===== config.mk =====
export PLATFORM = sky130hd
export DESIGN_NAME = nbr_frame_codec
export DESIGN_NICKNAME = d
export VERILOG_FILES = /design/src/rtl/nfc_pkg.sv /design/src/rtl/nfc_rst_sync.sv /design/src/rtl/nfc_tick_ctr.sv /design/src/rtl/nfc_packer.sv /design/src/rtl/nfc_unpacker.sv /design/src/rtl/nbr_frame_codec.sv
export SDC_FILE = /design/constraint.sdc
export NUM_CORES = 1
export LEC_CHECK = 0
export ABC_AREA = 1
export BUFFER_PORTS_ARGS = -buffer_cell sky130_fd_sc_hd__buf_2
export CORE_AREA = 8 8 161 163
export DETAILED_ROUTE_END_ITERATION = 7
export DIE_AREA = 0 0 169 171
export GPL_TIMING_DRIVEN = 0
export MAX_ROUTING_LAYER = met4
export PLACE_DENSITY = 0.51
export SKIP_CTS_REPAIR_TIMING = 1
export SLEW_MARGIN = 40
export SYNTH_ARGS = -nofsm -noshare
export SYNTH_HDL_FRONTEND = slang
export SYNTH_SLANG_ARGS = --single-unit

===== constraint.sdc =====
create_clock -name clk -period 11.9 [get_ports clk]
set_input_delay 1.19 -clock clk [delete_from_list [all_inputs] [get_ports clk]]
set_output_delay 1.19 -clock clk [all_outputs]
set_load 0.03 [all_outputs]

===== src/rtl/nfc_pkg.sv =====
package nfc_pkg;
  localparam int unsigned LINK_W_DEF  = 20;
  localparam int unsigned SLICE_W_DEF = 7;
  localparam int unsigned NSLICE_DEF  = 4;
  localparam int unsigned FRAME_DEF   = 16;
  localparam int unsigned WORD_W_DEF  = 32;

  // Top bit of slice k when slices are sent highest first.
  function automatic int unsigned slice_top(input int unsigned k,
                                            input int unsigned nbr_w,
                                            input int unsigned slice_w);
    return nbr_w - 1 - k * slice_w;
  endfunction
endpackage


===== src/rtl/nfc_rst_sync.sv =====
module nfc_rst_sync (
  input  logic clk,
  input  logic rst_n,
  output logic rst_q_n
);
  logic s1_q;

  always_ff @(posedge clk or negedge rst_n) begin
    if (!rst_n) begin
      s1_q    <= 1'b0;
      rst_q_n <= 1'b0;
    end else begin
      s1_q    <= 1'b1;
      rst_q_n <= s1_q;
    end
  end
endmodule


===== src/rtl/nfc_tick_ctr.sv =====
module nfc_tick_ctr #(
  parameter int unsigned FRAME_LEN = nfc_pkg::FRAME_DEF,
  localparam int unsigned CNT_W    = $clog2(FRAME_LEN)
) (
  input  logic             clk,
  input  logic             rst_n,
  input  logic             adv,
  input  logic             sof,
  output logic [CNT_W-1:0] idx
);
  logic [CNT_W-1:0] cnt_q, cnt_d;

  always_comb begin
    idx   = sof ? '0 : cnt_q;
    cnt_d = cnt_q;
    if (adv) begin
      if (idx == CNT_W'(FRAME_LEN - 1)) cnt_d = '0;
      else                              cnt_d = idx + 1'b1;
    end
  end

  always_ff @(posedge clk or negedge rst_n) begin
    if (!rst_n) cnt_q <= '0;
    else        cnt_q <= cnt_d;
  end
endmodule


===== src/rtl/nfc_packer.sv =====
module nfc_packer #(
  parameter int unsigned LINK_W    = nfc_pkg::LINK_W_DEF,
  parameter int unsigned SLICE_W   = nfc_pkg::SLICE_W_DEF,
  parameter int unsigned NSLICE    = nfc_pkg::NSLICE_DEF,
  parameter int unsigned FRAME_LEN = nfc_pkg::FRAME_DEF,
  parameter int unsigned WORD_W    = nfc_pkg::WORD_W_DEF,
  localparam int unsigned NBR_W    = SLICE_W * NSLICE,
  localparam int unsigned CNT_W    = $clog2(FRAME_LEN)
) (
  input  logic               clk,
  input  logic               rst_n,
  input  logic               in_vld,
  input  logic               in_sof,
  input  logic [LINK_W-1:0]  in_link,
  input  logic [NBR_W-1:0]   in_nbr,
  input  logic               in_live,
  input  logic [SLICE_W-1:0] in_rep_slice,
  output logic [WORD_W-1:0]  out_word,
  output logic               out_vld
);
  logic [CNT_W-1:0]   idx;
  logic               first;
  logic [NBR_W-1:0]   nbr_q, nbr_use;
  logic               live_q, live_use;
  logic [SLICE_W-1:0] slice;
  logic [WORD_W-1:0]  word_d;
  logic               cap_en;

  nfc_tick_ctr #(.FRAME_LEN(FRAME_LEN)) ctr_i (
    .clk (clk),
    .rst_n (rst_n),
    .adv (in_vld),
    .sof (in_sof),
    .idx (idx)
  );

  always_comb begin
    first    = (idx == '0);
    cap_en   = in_vld && first;
    nbr_use  = first ? in_nbr  : nbr_q;
    live_use = first ? in_live : live_q;
    slice    = '0;
    for (int k = 0; k < NSLICE; k++) begin
      if (idx == CNT_W'(k)) begin
        slice = live_use
              ? nbr_use[nfc_pkg::slice_top(k, NBR_W, SLICE_W) -: SLICE_W]
              : in_rep_slice;
      end
    end
    word_d = '0;
    word_d[LINK_W-1:0]         = in_link;
    word_d[LINK_W +: SLICE_W]  = slice;
  end

  always_ff @(posedge clk or negedge rst_n) begin
    if (!rst_n) begin
      nbr_q    <= '0;
      live_q   <= 1'b0;
      out_word <= '0;
      out_vld  <= 1'b0;
    end else begin
      out_vld <= in_vld;
      if (in_vld) out_word <= word_d;
      if (cap_en) begin
        nbr_q  <= in_nbr;
        live_q <= in_live;
      end
    end
  end
endmodule


===== src/rtl/nfc_unpacker.sv =====
module nfc_unpacker #(
  parameter int unsigned LINK_W    = nfc_pkg::LINK_W_DEF,
  parameter int unsigned SLICE_W   = nfc_pkg::SLICE_W_DEF,
  parameter int unsigned NSLICE    = nfc_pkg::NSLICE_DEF,
  parameter int unsigned FRAME_LEN = nfc_pkg::FRAME_DEF,
  localparam int unsigned NBR_W    = SLICE_W * NSLICE,
  localparam int unsigned CNT_W    = $clog2(FRAME_LEN)
) (
  input  logic               clk,
  input  logic               rst_n,
  input  logic               in_vld,
  input  logic               in_sof,
  input  logic [LINK_W-1:0]  in_link,
  input  logic [SLICE_W-1:0] in_slice,
  output logic [LINK_W-1:0]  out_link,
  output logic               out_link_vld,
  output logic [NBR_W-1:0]   out_nbr,
  output logic               out_nbr_vld
);
  logic [CNT_W-1:0] idx;
  logic             in_side, last_slice;
  logic [NBR_W-1:0] acc_q, acc_d;

  nfc_tick_ctr #(.FRAME_LEN(FRAME_LEN)) ctr_i (
    .clk (clk),
    .rst_n (rst_n),
    .adv (in_vld),
    .sof (in_sof),
    .idx (idx)
  );

  always_comb begin
    in_side    = in_vld && (idx < CNT_W'(NSLICE));
    last_slice = in_vld && (idx == CNT_W'(NSLICE - 1));
    acc_d      = {acc_q[NBR_W-SLICE_W-1:0], in_slice};
  end

  always_ff @(posedge clk or negedge rst_n) begin
    if (!rst_n) begin
      acc_q        <= '0;
      out_link     <= '0;
      out_link_vld <= 1'b0;
      out_nbr      <= '0;
      out_nbr_vld  <= 1'b0;
    end else begin
      out_link_vld <= in_vld;
      out_nbr_vld  <= last_slice;
      if (in_vld)     out_link <= in_link;
      if (in_side)    acc_q    <= acc_d;
      if (last_slice) out_nbr  <= acc_d;
    end
  end
endmodule


===== src/rtl/nbr_frame_codec.sv =====
module nbr_frame_codec #(
  parameter int unsigned LINK_W    = nfc_pkg::LINK_W_DEF,
  parameter int unsigned SLICE_W   = nfc_pkg::SLICE_W_DEF,
  parameter int unsigned NSLICE    = nfc_pkg::NSLICE_DEF,
  parameter int unsigned FRAME_LEN = nfc_pkg::FRAME_DEF,
  parameter int unsigned WORD_W    = nfc_pkg::WORD_W_DEF,
  localparam int unsigned NBR_W    = SLICE_W * NSLICE,
  localparam int unsigned SIDE_HI  = LINK_W + SLICE_W
) (
  input  logic              clk,
  input  logic              rst_n,
  input  logic              pk_valid,
  input  logic              pk_sof,
  input  logic [LINK_W-1:0] pk_link,
  input  logic [NBR_W-1:0]  pk_nbr,
  input  logic              pk_nbr_live,
  input  logic [WORD_W-1:0] pk_rep_word,
  output logic [WORD_W-1:0] pk_word,
  output logic              pk_word_vld,
  input  logic              up_valid,
  input  logic              up_sof,
  input  logic [WORD_W-1:0] up_word,
  output logic [LINK_W-1:0] up_link,
  output logic              up_link_vld,
  output logic [NBR_W-1:0]  up_nbr,
  output logic              up_nbr_vld
);
  logic rst_q_n;
  logic unused_bits;

  assign unused_bits = ^{pk_rep_word[WORD_W-1:SIDE_HI], pk_rep_word[LINK_W-1:0],
                         up_word[WORD_W-1:SIDE_HI]};

  nfc_rst_sync rst_i (
    .clk (clk),
    .rst_n (rst_n),
    .rst_q_n (rst_q_n)
  );

  nfc_packer #(
    .LINK_W (LINK_W), .SLICE_W (SLICE_W), .NSLICE (NSLICE),
    .FRAME_LEN (FRAME_LEN), .WORD_W (WORD_W)
  ) pack_i (
    .clk (clk),
    .rst_n (rst_q_n),
    .in_vld (pk_valid),
    .in_sof (pk_sof),
    .in_link (pk_link),
    .in_nbr (pk_nbr),
    .in_live (pk_nbr_live),
    .in_rep_slice (pk_rep_word[LINK_W +: SLICE_W]),
    .out_word (pk_word),
    .out_vld (pk_word_vld)
  );

  nfc_unpacker #(
    .LINK_W (LINK_W), .SLICE_W (SLICE_W), .NSLICE (NSLICE),
    .FRAME_LEN (FRAME_LEN)
  ) unpack_i (
    .clk (clk),
    .rst_n (rst_q_n),
    .in_vld (up_valid),
    .in_sof (up_sof),
    .in_link (up_word[LINK_W-1:0]),
    .in_slice (up_word[LINK_W +: SLICE_W]),
    .out_link (up_link),
    .out_link_vld (up_link_vld),
    .out_nbr (up_nbr),
    .out_nbr_vld (up_nbr_vld)
  );
endmodule


==> impl_results.md <==
- Synthesized area per cell: around 8.2 µm²
- Vias in the first global route: between 5000 and 6000
- Final wirelength: about 17000 µm
- IO Pins: roughly 200
- Die H: between 150 and 200 µm
- Worst VDD drop: 83.20 µV
- Placed Instances: 1190
- Reg-to-reg setup timing slack: around 9.6 ns
- Synth top area cells: dfrtp_1 57%, nand2_1 19%, o21ai_0 4.7%
- Seq/Total Area, Yosys: between 50% and 60%
- Grt total ovfl: 0
- Layout cells sized above 1: about 26%
- Worst Max-Slew Pin Slew: 0.6439 ns
- Crit path DAT: about 3.3 ns
- Die area: between 20000 and 30000 µm²
- Max Freq: ~0.34 GHz
- Status: finished clean
- First-pass GRT wire length: approximately 28000 µm
- GRT Util Overall: about 12%
- RSZ-0062 raised after global routing: false
- Fin crit share: 25.08%
- Synth-to-Final Area Change: 33.39%
- Fillers: ~2500
- Via count: 5023
- PwrDens: 194.9 nW/µm²
- # H-tree levels: 4
- Fraction of registers with async set/reset: 100.0%
- Rel. slew slack: between 50% and 60%
- Max FO, Critical Path: 9
- RR Startpoint: pack_i.ctr_i.cnt_q[1]$_DFFE_PN0P_
- FF-to-FF End: pack_i.out_word[23]$_DFFE_PN0P_
- Max-cap violations: 0
- #FFs+latches synth: 131
- Fin Clk Skew: about 0.011 ns
- Wirelength per Cell: between 10 and 15 µm
- Worst hold slack: between 0.2 and 0.25 ns
- CP endpoint kind: register
- Synth Warn #: 0
- Post-synth top cells: 291 x nand2_1, 131 x dfrtp_1, 64 x inv_1, 54 x o21ai_0, 32 x nor2_1
- Mapped cell area: approximately 5800 µm²
- Critical path origin: pk_sof
- Design Power: approximately 1.5 mW
- Total core area: ~23000 µm²
- Num CTS Buffers: 17
- RD Place Congestion: roughly 0.85
- Antenna Violating Nets Remaining: 0
- Setup violators final: 0
- CTS tree: done
- Detailed Route Iter0 Violations: ~270
- Initial antenna violation count: 0
- Hpwl dp: roughly 13000 µm
- Ant. Diodes: 0
- Root Buffer: clkbuf_16
- Distinct cells, synth: 28
- Worst Setup Start Kind: input pin
- Clock latency on the worst-skew pair: 0.42 ns
- Drt first pass iters: 4
- Top cell type by total area after synthesis: dfrtp_1
- Critical path class: in2reg
- Initial core utilization: between 20% and 30%
- Port Buf Inserts: about 170
- Post-synth EDFFs: 0
- CTS Buffer Depth: 2
- Clock Sinks: around 130
- Die width: approximately 170 µm
- Final hold vios: 0
- Count leader, synth: nand2_1
- CP required: 12.26 ns
- DRC: 0
- Hold/Removal Path Class: reg2async
- Largest net degree at the start of global routing: 40
- Vias per cell: 4.110
- Final cell count without fillers: approximately 1200
- Clock transition at the registers of the reported paths: approximately 0.070 ns
- Post-Syn Instances: approximately 700
- Fin Setup TNS: 0 ns
- # nets final: approximately 1000
- Lkg Pwr: between 4 and 5 nW
- Cell Rows: between 50 and 60
- Top FF cell, synth: dfrtp_1
- Synth top area share: roughly 57%
- Reg2reg path depth: 14
- Pins Over Slew Limit: 0
- Final Critical Period: roughly 3 ns
-- worst max path at each step --
stage,to,slack (ns)
2_1_floorplan,pack_i.ctr_i.cnt_q[0]$_DFFE_PN0P_,7.98
3_3_place_gp,unpack_i.out_link[19]$_DFFE_PN0P_,6.00
3_5_place_dp,pack_i.out_word[23]$_DFFE_PN0P_,8.51
4_1_cts,pack_i.out_word[23]$_DFFE_PN0P_,8.96
5_1_grt,pack_i.out_word[20]$_DFFE_PN0P_,8.73
6_report,pack_i.out_word[23]$_DFFE_PN0P_,8.91
-- layout make-up --
cell class	instances	area (µm²)	area share, %
buffer	37	175.2	2.282
tap	319	399.1	5.199
multi-input combinational	465	2058	26.81
sequential	131	3282	42.75
clock buffer	17	425.4	5.541
inverter	69	259.0	3.374
timing repair buffer	169	890.9	11.60
clock inverter	15	187.7	2.445
-- cells by family (layout without fill, tap and decap cells) --
| kind of cell | count (synthesis) | after routing | share of synthesized area (%) |
|---|---|---|---|
| buffers and inverters | 106 | 307 | 7.543 |
| AO/OA/AOI/OAI | 97 | 97 | 9.022 |
| flip-flops | 131 | 131 | 56.96 |
| adder cells (fa/ha/maj) | 5 | 5 | 1.087 |
| other | 2 | 6 | 0.1305 |
| multiplexers | 7 | 7 | 1.369 |
| AND/OR/NAND/NOR | 350 | 350 | 23.89 |
-- stage by stage --
step,utilization [%],setup slack [ns],instance area (µm²)
global route,33.00,8.732,7677
finish,33.00,8.915,7677
CTS,33.00,8.963,7677
floorplan,-,7.980,5771
detailed placement,30.37,8.514,7064
global placement,30.09,6.002,7000
-- registers in the layout, indices dropped and copies added, names as in the netlist --
signal	cells
pack_i.ctr_i.cnt_q	4
rst_i.rst_q_n	1
pack_i.out_vld	1
unpack_i.acc_q	21
pack_i.live_q	1
unpack_i.out_nbr_vld	1
pack_i.out_word	27
unpack_i.out_nbr	28
pack_i.nbr_q	21
unpack_i.ctr_i.cnt_q	4
unpack_i.out_link	20
rst_i.s1_q	1
unpack_i.out_link_vld	1
-- layout by cell type, fill, tap and decap left out, types with 2 or more instances in the layout --
cell | netlist | layout
mux2_1 | 2 | 2
buf_12 | 0 | 3
nand3_1 | 21 | 21
clkbuf_1 | 25 | 25
dfrtp_1 | 131 | 130
buf_4 | 6 | 6
nand2_2 | 2 | 2
clkbuf_16 | 0 | 17
conb_1 | 2 | 6
o21ai_1 | 15 | 15
bufinv_16 | 0 | 2
o31ai_1 | 2 | 2
inv_6 | 0 | 5
a21oi_1 | 16 | 16
mux2_2 | 5 | 5
buf_2 | 5 | 171
o21ai_2 | 6 | 6
inv_8 | 0 | 3
inv_1 | 64 | 64
clkinv_4 | 0 | 3
nand2_1 | 291 | 291
inv_2 | 4 | 4
nor2_1 | 32 | 32
ha_1 | 5 | 5
o22ai_1 | 2 | 2
o21ai_0 | 54 | 54
-- per-layer routing --
metal / GRT usage, % / share of wire (%) / vias to the layer above
met5: - / 0 / -
met2: 18.35 / 45 / 157
met1: 15.67 / 46 / 2308
met4: 3.270 / 1.1 / 0
met3: 4.748 / 7.7 / 21
li1: - / - / 2537
-- worst max-delay path, stage by stage --
cell and delay [ns]:
buf_2 0.12, inv_1 0.13, nand2_1 0.12, inv_1 0.11
ha_1 0.15, clkbuf_1 0.33, nand3_1 0.44, nor2_1 0.20
nand2_1 0.07, nand2_1 0.08, nand2_1 0.05, nand2_1 0.05
nand2_1 0.08, nand2_1 0.07, nand2_1 0.07, nand2_1 0.06
-- where the power goes --
part           switching (mW)  internal, mW
clock                   0.231         0.319
sequential             0.0456         0.533
combinational           0.257         0.111
No activity file was read; power rests on OpenSTA's default activity.
